## src/rtl/bit_timing_pkg.sv

```systemverilog
package bit_timing_pkg;

  typedef enum logic [1:0] {
    ST_IDLE,
    ST_START,
    ST_DATA,
    ST_STOP
  } rxState_t;

  // Strobes from the timing control into the output datapath
  typedef struct packed {
    logic clkRise;   // data bit centre reached
    logic clkFall;   // half a bit after a centre
    logic wordEnd;   // valid stop bit seen at its centre
    logic flush;     // gating inputs inactive: clear everything
  } timingStrobe_t;

endpackage

```

## src/rtl/bit_timing_ctrl.sv

```systemverilog
module bit_timing_ctrl
  import bit_timing_pkg::*;
#(
  parameter int TICK_DIV   = 2604,
  parameter int OVERSAMPLE = 16,
  parameter int DATA_BITS  = 8
) (
  input  logic          clk,
  input  logic          rstN,
  input  logic          serIn,
  input  logic          runEn,
  output timingStrobe_t strobe
);

  localparam int DIV_W = $clog2(TICK_DIV + 1);
  localparam int PH_W  = $clog2(OVERSAMPLE);
  localparam int HALF  = OVERSAMPLE / 2;
  localparam int IDX_W = (DATA_BITS > 1) ? $clog2(DATA_BITS) : 1;

  rxState_t          state;
  logic              prevIn;
  logic [DIV_W-1:0]  divCnt;
  logic [PH_W-1:0]   phase;
  logic [IDX_W-1:0]  bitIdx;

  logic tick, fallEdge, halfPoint, bitEdge;

  assign tick      = (divCnt == DIV_W'(TICK_DIV - 1));
  assign fallEdge  = prevIn && !serIn;
  assign halfPoint = tick && (phase == PH_W'(HALF - 1));
  assign bitEdge   = tick && (phase == PH_W'(OVERSAMPLE - 1));

  always_ff @(posedge clk or negedge rstN) begin
    if (!rstN) begin
      state  <= ST_IDLE;
      prevIn <= 1'b1;
      divCnt <= '0;
      phase  <= '0;
      bitIdx <= '0;
    end else begin
      prevIn <= serIn;
      if (!runEn) begin
        state  <= ST_IDLE;
        divCnt <= '0;
        phase  <= '0;
        bitIdx <= '0;
      end else if (state == ST_IDLE) begin
        if (fallEdge) begin
          state  <= ST_START;
          divCnt <= '0;
          phase  <= '0;
        end
      end else begin
        divCnt <= tick ? '0 : divCnt + 1'b1;
        if (tick)
          phase <= (phase == PH_W'(OVERSAMPLE - 1)) ? '0 : phase + 1'b1;
        case (state)
          ST_START: if (halfPoint) begin
            phase  <= '0;             // realign on the start bit centre
            bitIdx <= '0;
            state  <= serIn ? ST_IDLE : ST_DATA;
          end
          ST_DATA: if (bitEdge) begin
            if (bitIdx == IDX_W'(DATA_BITS - 1)) state <= ST_STOP;
            else                                 bitIdx <= bitIdx + 1'b1;
          end
          ST_STOP: if (bitEdge) state <= ST_IDLE;
          default: state <= ST_IDLE;
        endcase
      end
    end
  end

  always_comb begin
    strobe.clkRise = runEn && (state == ST_DATA) && bitEdge;
    strobe.clkFall = runEn && ((state == ST_DATA) || (state == ST_STOP)) && halfPoint;
    strobe.wordEnd = runEn && (state == ST_STOP) && bitEdge && serIn;
    strobe.flush   = !runEn;
  end

  // a line that is high again at the half-bit resample is a glitch
  p_glitch_idle_r7: assert property (@(posedge clk) disable iff (!rstN)
    (runEn && state == ST_START && halfPoint && serIn) |=> state == ST_IDLE);

  // the stop state is reached only after the last data bit index
  p_burst_len_r2: assert property (@(posedge clk) disable iff (!rstN)
    (state == ST_STOP) |-> bitIdx == IDX_W'(DATA_BITS - 1));

endmodule

```

## src/rtl/bit_timing_path.sv

```systemverilog
module bit_timing_path
  import bit_timing_pkg::*;
#(
  parameter int TICK_DIV   = 2604,
  parameter int OVERSAMPLE = 16
) (
  input  logic          clk,
  input  logic          rstN,
  input  logic          serIn,
  input  logic          carrierOk,
  input  logic          powerDown,
  input  timingStrobe_t strobe,
  output logic          dataOut,
  output logic          bitClk,
  output logic          wordDoneN
);

  localparam int PULSE_CLKS = TICK_DIV * OVERSAMPLE / 2;
  localparam int CNT_W      = $clog2(PULSE_CLKS + 1);

  logic             bitClkReg;
  logic [CNT_W-1:0] pulseCnt;

  always_ff @(posedge clk or negedge rstN) begin
    if (!rstN) begin
      bitClkReg <= 1'b0;
      pulseCnt  <= '0;
    end else if (strobe.flush) begin
      bitClkReg <= 1'b0;
      pulseCnt  <= '0;
    end else begin
      if (strobe.clkRise)      bitClkReg <= 1'b1;
      else if (strobe.clkFall) bitClkReg <= 1'b0;

      if (strobe.wordEnd)      pulseCnt <= CNT_W'(PULSE_CLKS);
      else if (pulseCnt != '0) pulseCnt <= pulseCnt - 1'b1;
    end
  end

  always_comb begin
    dataOut   = (powerDown || !carrierOk) ? 1'b1 : serIn;
    bitClk    = powerDown ? 1'b1 : bitClkReg;
    wordDoneN = powerDown ? 1'b1 : (pulseCnt == '0);
  end

  // power-down holds every output high
  p_pd_high_r9: assert property (@(posedge clk) disable iff (!rstN)
    powerDown |-> (dataOut && bitClk && wordDoneN));

  // one cycle into carrier loss the outputs are quiet
  p_nocarrier_quiet_r8: assert property (@(posedge clk) disable iff (!rstN)
    (!carrierOk && !powerDown) |=>
      (carrierOk || powerDown || (dataOut && !bitClk && wordDoneN)));

  // the previous pulse has ended before the next bit centre
  p_rise_from_low_r4: assert property (@(posedge clk) disable iff (!rstN)
    strobe.clkRise |-> !bitClkReg);

  // a word-done pulse has finished before the next one is started
  p_single_done_r5: assert property (@(posedge clk) disable iff (!rstN)
    strobe.wordEnd |-> (pulseCnt == '0));

endmodule

```

## src/rtl/fsk_bit_timing.sv

```systemverilog
module fsk_bit_timing
  import bit_timing_pkg::*;
#(
  parameter int TICK_DIV   = 2604,
  parameter int OVERSAMPLE = 16,
  parameter int DATA_BITS  = 8
) (
  input  logic clk,
  input  logic rstN,
  input  logic serIn,
  input  logic carrierOk,
  input  logic powerDown,
  output logic dataOut,
  output logic bitClk,
  output logic wordDoneN
);

  timingStrobe_t strobe;
  logic          runEn;

  assign runEn = carrierOk && !powerDown;

  bit_timing_ctrl #(
    .TICK_DIV  (TICK_DIV),
    .OVERSAMPLE(OVERSAMPLE),
    .DATA_BITS (DATA_BITS)
  ) u_ctrl (
    .clk   (clk),
    .rstN  (rstN),
    .serIn (serIn),
    .runEn (runEn),
    .strobe(strobe)
  );

  bit_timing_path #(
    .TICK_DIV  (TICK_DIV),
    .OVERSAMPLE(OVERSAMPLE)
  ) u_path (
    .clk      (clk),
    .rstN     (rstN),
    .serIn    (serIn),
    .carrierOk(carrierOk),
    .powerDown(powerDown),
    .strobe   (strobe),
    .dataOut  (dataOut),
    .bitClk   (bitClk),
    .wordDoneN(wordDoneN)
  );

endmodule

```

## config.mk

```make
export PLATFORM = sky130hd
export DESIGN_NAME = fsk_bit_timing
export DESIGN_NICKNAME = d
export VERILOG_FILES = /design/src/rtl/bit_timing_pkg.sv /design/src/rtl/bit_timing_ctrl.sv /design/src/rtl/bit_timing_path.sv /design/src/rtl/fsk_bit_timing.sv
export SDC_FILE = /design/constraint.sdc
export NUM_CORES = 1
export LEC_CHECK = 0
export ABC_AREA = 1
export ABC_CLOCK_PERIOD_IN_PS = 1800
export CAP_MARGIN = 30
export CELL_PAD_IN_SITES_DETAIL_PLACEMENT = 0
export CELL_PAD_IN_SITES_GLOBAL_PLACEMENT = 1
export CORE_AREA = 2 2 73 92
export CTS_BUF_LIST = sky130_fd_sc_hd__clkbuf_16
export DETAILED_ROUTE_END_ITERATION = 16
export DIE_AREA = 0 0 75 94
export HOLD_SLACK_MARGIN = 0.08
export PLACE_DENSITY_LB_ADDON = 0.2
export SLEW_MARGIN = 15
export SYNTH_ARGS = -nofsm -noshare
export SYNTH_HDL_FRONTEND = slang
export SYNTH_SLANG_ARGS = --single-unit
```

## constraint.sdc

```tcl
create_clock -name clk -period 1.8 [get_ports clk]
set_input_delay 0.54 -clock clk [delete_from_list [all_inputs] [get_ports clk]]
set_output_delay 0.54 -clock clk [all_outputs]
set_load 0.1 [all_outputs]
```

==> results by group <==
Finish
  – Fin nets: 410
  – Post-layout utilization of the core: 0.521
  – Area growth, synth to finish: 30.5%
  – Count of inserted antenna diode cells: 0
  – Fillers: 637
  – Top library cells by usage in the layout, fill and taps aside: sky130_fd_sc_hd__nand2_1 (77), sky130_fd_sc_hd__buf_4 (44), sky130_fd_sc_hd__inv_1 (43)
  – Leading cell type in the layout, fill and taps excluded: sky130_fd_sc_hd__nand2_1
  – Share of layout cells above drive strength 1: 0.239

Routing
  – Total number of vias: 2,350
  – 1st-pass router iterations: 4
  – Number of nets with antenna violations after detailed routing: 0
  – Vias per std cell: 4.88
  – Final wirelength: 6140 um
  – Residual DRC: 0
  – DRC violation total after the first TritonRoute iteration: 84
  – Avg WL per Cell: 12.7 um

Synthesis
  – Post-synthesis net count: 354
  – Synthesized area divided by synthesized cell count: 7.19 um2
  – Main combinational cell family by area after synthesis: simple AND/OR/NAND/NOR gates
  – Arithmetic-cell share of the synthesized area counting full adders, half adders and majority gates: 0.0461
  – Yosys warns: 0
  – Cell variety after synth: 30
  – Async set-reset flop share out of synthesis: 1.00
  – Flip-flop cell with the highest count after synthesis: sky130_fd_sc_hd__dfrtp_1
  – Count of flip-flops with a built-in enable after synthesis: 0
  – Gate count after technology mapping: 340
  – Area share of xor/xnor cells in the synthesized design: 0.0179
  – Post-synthesis instance area: 2440 um2
  – Multiplexer fraction of the synthesized cell area: 0
  – Share of the synthesized area in compound gates (AO/OA/AOI/OAI): 0.0839
  – Simple-gate portion of the synthesized area: 0.368
  – Share of synthesized area occupied by flip-flops and latches: 0.389
  – Total of flip-flops plus latches after synthesis: 38

Place
  – Quantity of I/O buffers inserted on ports: 7
  – Detail Placement HPWL: 4870 um
  – Routability congestion estimate from global placement: 0.813

STA
  – Final setup skew: 0.00868 ns
  – Final Hold Fails: 0
  – Transition at the pin with the smallest max-transition slack: 0.405 ns
  – Min Clock Period, post-route: 2.07 ns
  – Accumulated negative setup slack: -0.269 ns
  – Relative slew margins: 0.730
  – Smallest hold slack: 0.179 ns
  – Finish-stage setup viols: 1
  – Period utilisation layout: 1.15
  – Setup repair after global routing missed its margin: yes
  – Worst-case setup margin in the final layout: -0.269 ns
  – Highest attainable clock frequency: 483 MHz
  – Number of max-slew violations in the final report: 0

Setup path
  – Delay of the slowest cell on the worst path: 0.39 ns
  – Slowest-stage cell, CP: sky130_fd_sc_hd__dfrtp_1
  – Crit path DAT: 1.53 ns
  – List of cells traversed by the critical path: inv_2, ha_4, nand3_4, nor2_4, nand4_1, nand2_4, buf_12
  – Capture point of the worst reg-to-reg path: u_path.pulseCnt[1]
  – Data required time at the worst endpoint: 1.26 ns
  – Largest driver fanout on the critical path: 2
  – Worst-case register-to-register setup slack: 0.12 ns
  – R2R cell count: 11
  – Startpoint of the lowest-slack register-to-register path: u_path.pulseCnt[0]
  – Worst setup path category: flip-flop to primary output
  – Type of destination of the critical path: primary output
  – Critical path launch point type: flip-flop

Power
  – Power Internal: 2.87 mW
  – Switching share of power: 0.405
  – Clk pwr share: 0.205
  – Leakage power total: 1.57 nW
  – Reg power frac: 0.227
  – P_sw: 1.96 mW
  – Total power per unit cell area: 1510 nW/um2
  – Combinational cell fraction of total power: 0.568
  – Maximum resistive drop on vdd: 0.746 mV

Clock network
  – Number of H-tree branching levels: 2
  – Insertion delay to the later sink of the worst-skew pair: 0.28 ns
  – CTS tree: built
  – Post-CTS clock slew at the launch and capture registers of the worst setup and hold paths: 0.06 ns
  – Hold bufs inserted after CTS: 0
  – Sink count of the clock tree: 38
  – Clk buf depth: 2
  – Cell at the root of the clock tree: sky130_fd_sc_hd__clkbuf_16
  – Number of CTS-inserted buffers: 5

Global route
  – Global route total overflow: 0
  – Maximum number of pins on one net before global-route repair: 25
  – Total routing resource utilization after global routing: 0.195
  – Initial antenna violation count: 0
  – Via count of the first global-routing pass: 2,392
  – Global-route wire length before repair: 10,500 um

Floorplanning
  – Die extent in x: 75 um
  – Initial core utilization: 0.399
  – Die footprint: 7050 um2
  – Core area: 6130 um2
  – Number of primary I/O pins: 8
  – Die span in y: 94 um
  – Placement Rows: 32

Worst hold path
  – Class of the most critical hold timing path: primary input to asynchronous set/reset pin

Run
  – Max-cap violation count: 0

Outcome
  – Status: finished, violations left
  – Violated checks: setup timing
## metal layers
metal,GRT usage,routed length [um],part of all wire
met3,0.0268,116,0.019
met2,0.385,3510,0.57
met1,0.202,2350,0.38
met4,0.0580,162,0.026
met5,0,0,0
## final cells by class
cell class | count | area (um2) | area share
Inverter | 52 | 195 | 0.0612
Tap cell | 85 | 106 | 0.0333
Clock buffer | 5 | 125 | 0.0392
Sequential cell | 38 | 952 | 0.298
Clock inverter | 3 | 40.0 | 0.0125
Multi-Input combinational cell | 246 | 1320 | 0.413
Timing Repair Buffer | 53 | 454 | 0.142
## through the flow
stage	power, mW	setup WS [ns]	std cells	area, um2
3_5_place_dp	3.60	-0.331	469	2940
5_1_grt	5.19	-0.346	482	3190
4_1_cts	4.77	-0.346	481	3150
6_report	4.83	-0.269	482	3190
2_1_floorplan	2.59	-0.0657	340	2450
3_3_place_gp	3.58	-0.323	469	2940
## sequential cells by signal (all words and copies together) (netlist names)
register / flops
u_ctrl.phase: 4
u_ctrl.state: 2
u_path.pulseCnt: 15
u_ctrl.bitIdx: 3
u_ctrl.divCnt: 12
u_ctrl.prevIn: 1
u_path.bitClkReg: 1
## power by group through the flow
stage	combinational, mW	clock (mW)	sequential (mW)
3_3_place_gp	2.48	0	1.10
5_1_grt	3.03	1.05	1.11
4_1_cts	2.66	1.02	1.09
2_1_floorplan	1.50	0	1.09
3_5_place_dp	2.50	0	1.10
6_report	2.74	0.990	1.10
## worst max-delay path by stage
stage                            start               end  slack [ns]  cells past startpoint
floorplan           u_path.pulseCnt[0]         wordDoneN       -0.07                      6
global placement             carrierOk  u_ctrl.divCnt[2]       -0.32                     10
detailed placement           carrierOk  u_ctrl.divCnt[2]       -0.33                     10
CTS                 u_path.pulseCnt[1]         wordDoneN       -0.35                      7
global route        u_path.pulseCnt[1]         wordDoneN       -0.35                      7
finish              u_path.pulseCnt[0]         wordDoneN       -0.27                      7
## critical path: cells and delay by family, from the launching register on
kind | cells | cell delay, ns
simple gates | 4 | 0.46
flops | 1 | 0.39
buf+inv | 2 | 0.25
fa+ha+maj | 1 | 0.15
## cell families after synthesis
logic type | Yosys count
xor gates and xnor gates | 5
AOI/OAI and AO/OA | 37
and+or+nand+nor | 195
DFF | 38
buffers and inverters | 56
adders and majority gates | 9
## what timing repair did
| action | CTS | global route |
|---|---|---|
| pin swaps | 6 | 4 |
| buffers inserted | 4 | 1 |
| setup endpoints to repair | 7 | 25 |
| resized for setup | 10 | 9 |
## synth_stat cells, types with 2 or more instances
library cell	count	area (um2)
sky130_fd_sc_hd__o211ai_1	3	22.5
sky130_fd_sc_hd__nor2_1	43	161
sky130_fd_sc_hd__inv_1	46	173
sky130_fd_sc_hd__xor2_1	5	43.8
sky130_fd_sc_hd__nand4_1	11	68.8
sky130_fd_sc_hd__ha_1	9	113
sky130_fd_sc_hd__o21ai_0	15	75.1
sky130_fd_sc_hd__dfrtp_1	37	926
sky130_fd_sc_hd__nor2_2	5	31.3
sky130_fd_sc_hd__inv_2	6	22.5
sky130_fd_sc_hd__o21ai_1	2	10.0
sky130_fd_sc_hd__nand2_1	79	297
sky130_fd_sc_hd__a21oi_1	13	65.1
sky130_fd_sc_hd__nand3b_1	2	15.0
sky130_fd_sc_hd__nor2_4	2	22.5
sky130_fd_sc_hd__buf_6	2	22.5
sky130_fd_sc_hd__nand2_2	3	18.8
sky130_fd_sc_hd__nand3_2	5	50.1
sky130_fd_sc_hd__nand3_1	35	175
sky130_fd_sc_hd__nor3_1	7	35.0
Note: power is estimated with default switching activity, not from simulation.
